$ cat src/rtl/awd_pkg.sv
package awd_pkg;
  localparam int REG_W   = 32;
  localparam int FLD_LSB = 4;
  localparam int MIB_SH  = 20;

  typedef enum logic [1:0] {
    SLOT_CTRL = 2'd0,
    SLOT_SEC  = 2'd1,
    SLOT_LOW  = 2'd2,
    SLOT_HIGH = 2'd3
  } slot_e;
endpackage

$ cat src/rtl/awd_regfile.sv
module awd_regfile
  import awd_pkg::*;
#(
  parameter int NUM_WIN = 8,
  parameter int TID_W   = 8,
  parameter int BND_W   = 28,
  parameter int RA_W    = 6
) (
  input  logic                              clk,
  input  logic                              rst,
  input  logic                              reg_wr,
  input  logic [RA_W-1:0]                   reg_addr,
  input  logic [REG_W-1:0]                  reg_wdata,
  output logic [REG_W-1:0]                  reg_rdata,
  output logic [NUM_WIN-1:0]                win_en,
  output logic [NUM_WIN-1:0][TID_W-1:0]     win_tid,
  output logic [NUM_WIN-1:0]                win_ws,
  output logic [NUM_WIN-1:0]                win_rs,
  output logic [NUM_WIN-1:0][BND_W-1:0]     win_lo,
  output logic [NUM_WIN-1:0][BND_W-1:0]     win_hi,
  output logic [TID_W-1:0]                  dflt_tid
);
  localparam int WI_W    = $clog2(NUM_WIN);
  localparam int GLB_IDX = NUM_WIN * 4;

  logic            in_win;
  logic            is_glb;
  logic [WI_W-1:0] wsel;
  slot_e           slot;
  logic [REG_W-1:0] rd_nxt;
  logic            unused_wd;

  assign in_win    = reg_addr < RA_W'(GLB_IDX);
  assign is_glb    = reg_addr == RA_W'(GLB_IDX);
  assign wsel      = reg_addr[2 +: WI_W];
  assign slot      = slot_e'(reg_addr[1:0]);
  assign unused_wd = ^reg_wdata[3:2];

  always_ff @(posedge clk) begin
    if (rst) begin
      win_en   <= '0;
      win_tid  <= '0;
      win_ws   <= '0;
      win_rs   <= '0;
      win_lo   <= '0;
      win_hi   <= '0;
      dflt_tid <= '0;
    end else if (reg_wr) begin
      if (is_glb) dflt_tid <= reg_wdata[FLD_LSB +: TID_W];
      for (int i = 0; i < NUM_WIN; i++) begin
        if (in_win && (int'(wsel) == i)) begin
          case (slot)
            SLOT_CTRL: begin
              win_en[i]  <= reg_wdata[0];
              win_tid[i] <= reg_wdata[FLD_LSB +: TID_W];
            end
            SLOT_SEC: begin
              win_ws[i] <= reg_wdata[0];
              win_rs[i] <= reg_wdata[1];
            end
            SLOT_LOW:  win_lo[i] <= reg_wdata[FLD_LSB +: BND_W];
            SLOT_HIGH: win_hi[i] <= reg_wdata[FLD_LSB +: BND_W];
            default: ;
          endcase
        end
      end
    end
  end

  always_comb begin
    rd_nxt = '0;
    if (in_win) begin
      case (slot)
        SLOT_CTRL: begin
          rd_nxt[0]               = win_en[wsel];
          rd_nxt[FLD_LSB +: TID_W] = win_tid[wsel];
        end
        SLOT_SEC: begin
          rd_nxt[0] = win_ws[wsel];
          rd_nxt[1] = win_rs[wsel];
        end
        SLOT_LOW:  rd_nxt[FLD_LSB +: BND_W] = win_lo[wsel];
        SLOT_HIGH: rd_nxt[FLD_LSB +: BND_W] = win_hi[wsel];
        default: ;
      endcase
    end else if (is_glb) begin
      rd_nxt[FLD_LSB +: TID_W] = dflt_tid;
    end
  end

  always_ff @(posedge clk) begin
    if (rst) reg_rdata <= '0;
    else     reg_rdata <= rd_nxt;
  end
endmodule

$ cat src/rtl/awd_win_match.sv
module awd_win_match #(
  parameter int BND_W = 28
) (
  input  logic             en_i,
  input  logic [BND_W-1:0] lo_i,
  input  logic [BND_W-1:0] hi_i,
  input  logic [BND_W-1:0] key_i,
  output logic             match_o
);
  assign match_o = en_i && (key_i >= lo_i) && (key_i <= hi_i);
endmodule

$ cat src/rtl/awd_prio.sv
module awd_prio #(
  parameter int NUM_WIN = 8,
  parameter int WI_W    = 3
) (
  input  logic [NUM_WIN-1:0] match_i,
  output logic               any_o,
  output logic [WI_W-1:0]    idx_o
);
  always_comb begin
    any_o = |match_i;
    idx_o = '0;
    for (int i = NUM_WIN - 1; i >= 0; i--) begin
      if (match_i[i]) idx_o = WI_W'(i);
    end
  end
endmodule

$ cat src/rtl/addr_window_decoder.sv
module addr_window_decoder
  import awd_pkg::*;
#(
  parameter int NUM_WIN = 8,
  parameter int ADDR_W  = 48,
  parameter int TID_W   = 8,
  localparam int RA_W   = $clog2(NUM_WIN * 4 + 1)
) (
  input  logic              clk,
  input  logic              rst,
  input  logic              reg_wr,
  input  logic [RA_W-1:0]   reg_addr,
  input  logic [31:0]       reg_wdata,
  output logic [31:0]       reg_rdata,
  input  logic [ADDR_W-1:0] lk_addr,
  input  logic              lk_secure,
  input  logic              lk_write,
  output logic              lk_hit,
  output logic              lk_viol,
  output logic [TID_W-1:0]  lk_target
);
  localparam int BND_W = ADDR_W - MIB_SH;
  localparam int WI_W  = $clog2(NUM_WIN);

  logic [NUM_WIN-1:0]            win_en;
  logic [NUM_WIN-1:0][TID_W-1:0] win_tid;
  logic [NUM_WIN-1:0]            win_ws;
  logic [NUM_WIN-1:0]            win_rs;
  logic [NUM_WIN-1:0][BND_W-1:0] win_lo;
  logic [NUM_WIN-1:0][BND_W-1:0] win_hi;
  logic [TID_W-1:0]              dflt_tid;
  logic [NUM_WIN-1:0]            match;
  logic [BND_W-1:0]              key;
  logic                          any;
  logic [WI_W-1:0]               sel;
  logic                          blocked;
  logic                          unused_low;

  assign key        = lk_addr[ADDR_W-1:MIB_SH];
  assign unused_low = ^lk_addr[MIB_SH-1:0];

  awd_regfile #(
    .NUM_WIN(NUM_WIN), .TID_W(TID_W), .BND_W(BND_W), .RA_W(RA_W)
  ) u_regs (
    .clk(clk), .rst(rst), .reg_wr(reg_wr), .reg_addr(reg_addr),
    .reg_wdata(reg_wdata), .reg_rdata(reg_rdata), .win_en(win_en),
    .win_tid(win_tid), .win_ws(win_ws), .win_rs(win_rs),
    .win_lo(win_lo), .win_hi(win_hi), .dflt_tid(dflt_tid)
  );

  for (genvar g = 0; g < NUM_WIN; g++) begin : g_win
    awd_win_match #(.BND_W(BND_W)) u_match (
      .en_i(win_en[g]), .lo_i(win_lo[g]), .hi_i(win_hi[g]),
      .key_i(key), .match_o(match[g])
    );
  end

  awd_prio #(.NUM_WIN(NUM_WIN), .WI_W(WI_W)) u_prio (
    .match_i(match), .any_o(any), .idx_o(sel)
  );

  assign blocked = !lk_secure && (lk_write ? win_ws[sel] : win_rs[sel]);

  always_ff @(posedge clk) begin
    if (rst) begin
      lk_hit    <= 1'b0;
      lk_viol   <= 1'b0;
      lk_target <= '0;
    end else begin
      lk_hit    <= any && !blocked;
      lk_viol   <= any && blocked;
      lk_target <= (any && !blocked) ? win_tid[sel] : dflt_tid;
    end
  end
endmodule

$ cat config.mk
export PLATFORM = sky130hd
export DESIGN_NAME = addr_window_decoder
export DESIGN_NICKNAME = d
export VERILOG_FILES = /design/src/rtl/awd_pkg.sv /design/src/rtl/awd_regfile.sv /design/src/rtl/awd_win_match.sv /design/src/rtl/awd_prio.sv /design/src/rtl/addr_window_decoder.sv
export SDC_FILE = /design/constraint.sdc
export NUM_CORES = 2
export LEC_CHECK = 0
export ABC_AREA = 1
export BUFFER_PORTS_ARGS = -buffer_cell sky130_fd_sc_hd__clkbuf_2
export CORE_MARGIN = 2
export CORE_UTILIZATION = 40
export CTS_CLUSTER_SIZE = 40
export DETAILED_ROUTE_END_ITERATION = 10
export SYNTH_ARGS = -nofsm -noshare
export SYNTH_HDL_FRONTEND = slang
export SYNTH_HIERARCHICAL = 1
export SYNTH_SLANG_ARGS = --single-unit
export TNS_END_PERCENT = 5
$ cat constraint.sdc
create_clock -name clk -period 9.2 [get_ports clk]
set_clock_uncertainty 0.2 [all_clocks]
set_input_delay 0 -clock clk [delete_from_list [all_inputs] [get_ports clk]]
set_output_delay 0 -clock clk [all_outputs]
set_load 0.03 [all_outputs]
==> results by stage <==
Hold path:
- The type of the worst min-delay path is input port to flop.

Place:
- At the end of routability-driven placement, the weighted congestion stood at 0.878.
- The placed cell count is 7078.
- The post-detailed-placement half-perimeter wirelength is 91.0 mm.
- During placement, the flow inserted port buffers numbering 108.

Floorplanning:
- The floorplan step defined a die boundary enclosing 99100 µm².
- The y dimension of the die is 315 µm.
- The die width is 315 µm.
- The floorplan has 114 rows.
- The boundary pin count is 133.
- The area of the core is 96300 µm².
- Once the floorplan was initialized, standard cells occupied 40.1% of the core.

Finish:
- The area growth from synthesis to layout is 10.3%.
- The fraction of final layout cells sized beyond drive strength 1 is 7.83%.
- The count of nets after finishing is 6460.
- The non-filler instance count after layout is 7247.

STA:
- The total count of hold-check failures in the final report is 0.
- In this run the tightest slew margin relative to its limit is 14.8%.
- For the pin with the worst max-slew slack, the measured transition is 1.28 ns.
- The minimum clock period is 5.36 ns.
- The final critical-path share of the clock period is 58.2%.
- The total count of max-transition violations in the final report was 0.
- Setup repair after global routing left no endpoint under its margin.
- For the final routed database, the setup TNS stands at 0 ns.
- The final setup violation count is 0.
- The achievable clock frequency is 187 MHz.

CTS:
- The H-tree depth is 3.
- Post-CTS repair changed the size of 0 cells.
- The clock-pin slew reported for the worst setup and hold paths after clock tree synthesis is 0.06 ns.
- The cell chosen for the clock root is clkbuf_16.
- The clock passes through at most 3 buffers.
- The TritonCTS clock tree is done.
- The source-to-sink clock delay at the later pin of the worst-skew pair is 0.64 ns.
- The total clock buffers created by CTS is 71.
- Clock tree synthesis found a total of 584 sinks.

Drt:
- Once detail routing completed, the nets flagged for antenna violations numbered 0.
- After detailed routing, the number of vias per cell comes to 5.14.
- For this block, the initial DRC count from the detailed router was 2977.
- Wires add up to 133 mm.
- In the final routed layout, each cell accounts on average for 18.4 µm.
- The number of remaining DRC errors is 0.
- The first TritonRoute pass finished after 6 iterations.
- The routed layout has 37200 vias.

GRT:
- The first global-routing pass estimated 201 mm of wire.
- The largest net degree at the start of global routing is 251.
- The overall track demand over capacity in global routing is 26.3%.
- Global routing finished with a remaining overflow of 0.
- The number of antenna violations at the first check in global routing is 4.
- The via count of the first global-routing pass was 33900.

Run:
- Across the run, the number of max-cap violations was 0.

Yosys:
- After Yosys synthesis, XOR and XNOR cells account for 0% of the synthesized area.
- The post-synthesis register bit count is 584.
- After synthesis, the netlist uses 42 different library cells.
- The post-synthesis cell area is 38700 µm².
- The most frequently used flop master after synthesis is dfxtp_1.
- The combinational family with the most area after synthesis is simple AND/OR/NAND/NOR gates.
- Sequential elements use 30.2% of the synthesized area.
- The number of warning messages in the yosys log is 6.
- After technology mapping, the gate count stands at 5950.
- The share of flip-flops with an asynchronous set or reset is 0%.
- The synthesized design contains 0 enable-type register cells.
- The synthesized netlist devotes 15.7% of its cell area to compound gates.
- The proportion of synthesized area in mux cells is 0%.
- The adder and majority gate portion of the synthesized area is 14.5%.
- A synthesized cell averages 6.50 µm².
- The fraction of the mapped netlist area in simple logic gates is 27.3%.

Critical path:
- The element type at the critical path end is a flop.
- The worst setup path is of the flop to flop kind.
- The critical path's top delay family is simple AND/OR/NAND/NOR gates.
- The maximum fanout count along the critical path is 17.
- The critical path goes through inv_1 -> ha_1 -> nand2_1 -> nor2_1 -> nand2_1 -> nor2_2 -> nand2_1 -> inv_1 -> nand2_1 -> a21oi_1 -> nor2_1 -> inv_1 -> nand4_1 -> nor2_1 -> clkinv_1 -> nand3_1 -> nand3_1 -> nand2_2 -> nand2_4 -> nor2_1 -> dlygate4sd3_1.
- Together, buffers and inverters on the worst path number 5.
- The arrival time of the worst setup path is 5.73 ns.
- Data on the critical path is required at its endpoint by 9.58 ns.
- STA classifies the critical path startpoint as a flop.
- The highest cell delay on the worst timing path is 0.83 ns.
- For this design, the slowest cell found on the critical path is nor2_1.

Status:
- The flow ran to the end, and the final reports show no timing, DRC or antenna violations.

Power:
- The worst voltage drop across the vdd grid is 0.123 mV.
- Dividing total power by cell area gives a power density of 143 nW/µm².
- For this design the static power due to leakage is 18.0 nW.
- The total power draw is 6.12 mW.
-- stage by stage --
| stage | util, % | hold WS [ns] | instance area, µm² | setup WS [ns] |
|---|---|---|---|---|
| 4_1_cts | 44.3 | 0.00378 | 42600 | 3.88 |
| 5_1_grt | 44.3 | 0.0136 | 42600 | 3.48 |
| 6_report | 44.3 | 0.0122 | 42600 | 3.84 |
| 3_3_place_gp | 41.4 | 0.116 | 39900 | 4.10 |
| 3_5_place_dp | 41.4 | 0.114 | 39900 | 4.12 |
| 2_1_floorplan | - | -0.0651 | 38700 | 6.05 |
-- final timing paths --
kind | start | cells past startpoint | endpoint | slack [ns]
worst max-delay path | u_regs/win_hi[23] | 21 | lk_viol | 3.84
worst min-delay path | reg_addr[4] | 4 | u_regs/reg_rdata[14] | 0.01
worst max register to register | u_regs/win_hi[23] | 21 | lk_viol | 3.84
worst min register to register | u_regs/win_hi[74] | 2 | u_regs/win_hi[74] | 0.26
-- repair_timing --
action	CTS	global route
endpoints found under the hold margin	499	0
hold buffers	46	0
buffers inserted	0	0
-- worst register-to-register path: stages (launching register included) --
cell and delay, ns:
dfxtp_1 0.35, inv_1 0.05, ha_1 0.31, nand2_1 0.06, nor2_1 0.22, nand2_1 0.10
nor2_2 0.15, nand2_1 0.15, inv_1 0.08, nand2_1 0.05, a21oi_1 0.31, nor2_1 0.15
inv_1 0.10, nand4_1 0.25, nor2_1 0.83, clkinv_1 0.64, nand3_1 0.26, nand3_1 0.10
nand2_2 0.13, nand2_4 0.15, nor2_1 0.10, dlygate4sd3_1 0.54
-- layout by cell type, fill, tap and decap left out, types with 37 or more instances in the layout --
| master | count |
|---|---|
| nand2_1 | 1354 |
| inv_1 | 832 |
| nor2_1 | 778 |
| o21ai_0 | 587 |
| dfxtp_1 | 584 |
| ha_1 | 448 |
| a21oi_1 | 439 |
| nand3_1 | 236 |
| clkbuf_2 | 107 |
| inv_2 | 87 |
| clkbuf_16 | 74 |
| dlygate4sd3_1 | 46 |
| nand4_1 | 39 |
| nor2_2 | 37 |
-- area by class of cell --
| class | instances | area (µm²) |
|---|---|---|
| Timing Repair Buffer | 189 | 1280 |
| Inverter | 928 | 3490 |
| Antenna cell | 3 | 7.51 |
| Multi-Input combinational cell | 4147 | 22300 |
| Tap cell | 1276 | 1600 |
| Sequential cell | 584 | 11700 |
| Clock inverter | 16 | 149 |
| Clock buffer | 104 | 2120 |
| Fill cell | 10100 | 53600 |
-- cell families after synthesis --
group	Yosys count
AO/OA/AOI/OAI	1151
adder cells (fa/ha/maj)	448
buffers and inverters	1220
flip-flops	584
other	1
AND/OR/NAND/NOR	2546
-- report_power, final --
part	leakage, nW	switching [mW]	internal [mW]
logic	12.2	0.516	0.212
registers	4.71	0.0142	2.55
clock network	1.13	1.18	1.65
total	18.0	1.71	4.41
-- registers in the layout, indices dropped and copies added, names as in the netlist --
register,flops
u_regs/win_hi,224
u_regs/dflt_tid,8
lk_target,8
u_regs/win_ws,8
u_regs/win_en,8
u_regs/win_lo,224
u_regs/win_rs,8
lk_viol,1
u_regs/reg_rdata,30
u_regs/win_tid,64
lk_hit,1
-- Yosys cell counts, types with 8 or more instances --
library cell	number	area [µm²]
nor2_4	19	214
o21bai_1	8	60.1
buf_4	8	60.1
ha_1	448	5610
o21ai_0	587	2940
nor3b_2	8	100
o22ai_1	12	75.1
o211ai_1	9	67.6
a21oi_1	440	2200
o2111ai_1	21	184
nand2_1	1356	5090
a22oi_1	27	203
clkbuf_1	174	653
buf_2	63	315
dfxtp_1	584	11700
o21a_1	17	128
nand2_2	34	213
nand4_1	39	244
a21o_1	8	60.1
inv_2	84	315
nor2_2	39	244
nor2_1	780	2930
clkinv_1	8	30.0
nand3_4	8	140
o21ai_1	14	70.1
inv_1	836	3140
nand3_1	242	1210
nor3_1	8	40.0
buf_1	39	146
-- routing by layer --
metal  part of all wire (%)  vias to the layer above  global-route usage (%)
li1                       -                    18800                       -
met1                     44                    17000                    34.9
met2                     46                     1151                    43.3
met3                    6.1                      256                    3.01
met4                    4.1                        0                    10.5
met5                      0                        -                       0
Note: power is estimated with default switching activity, not from simulation.
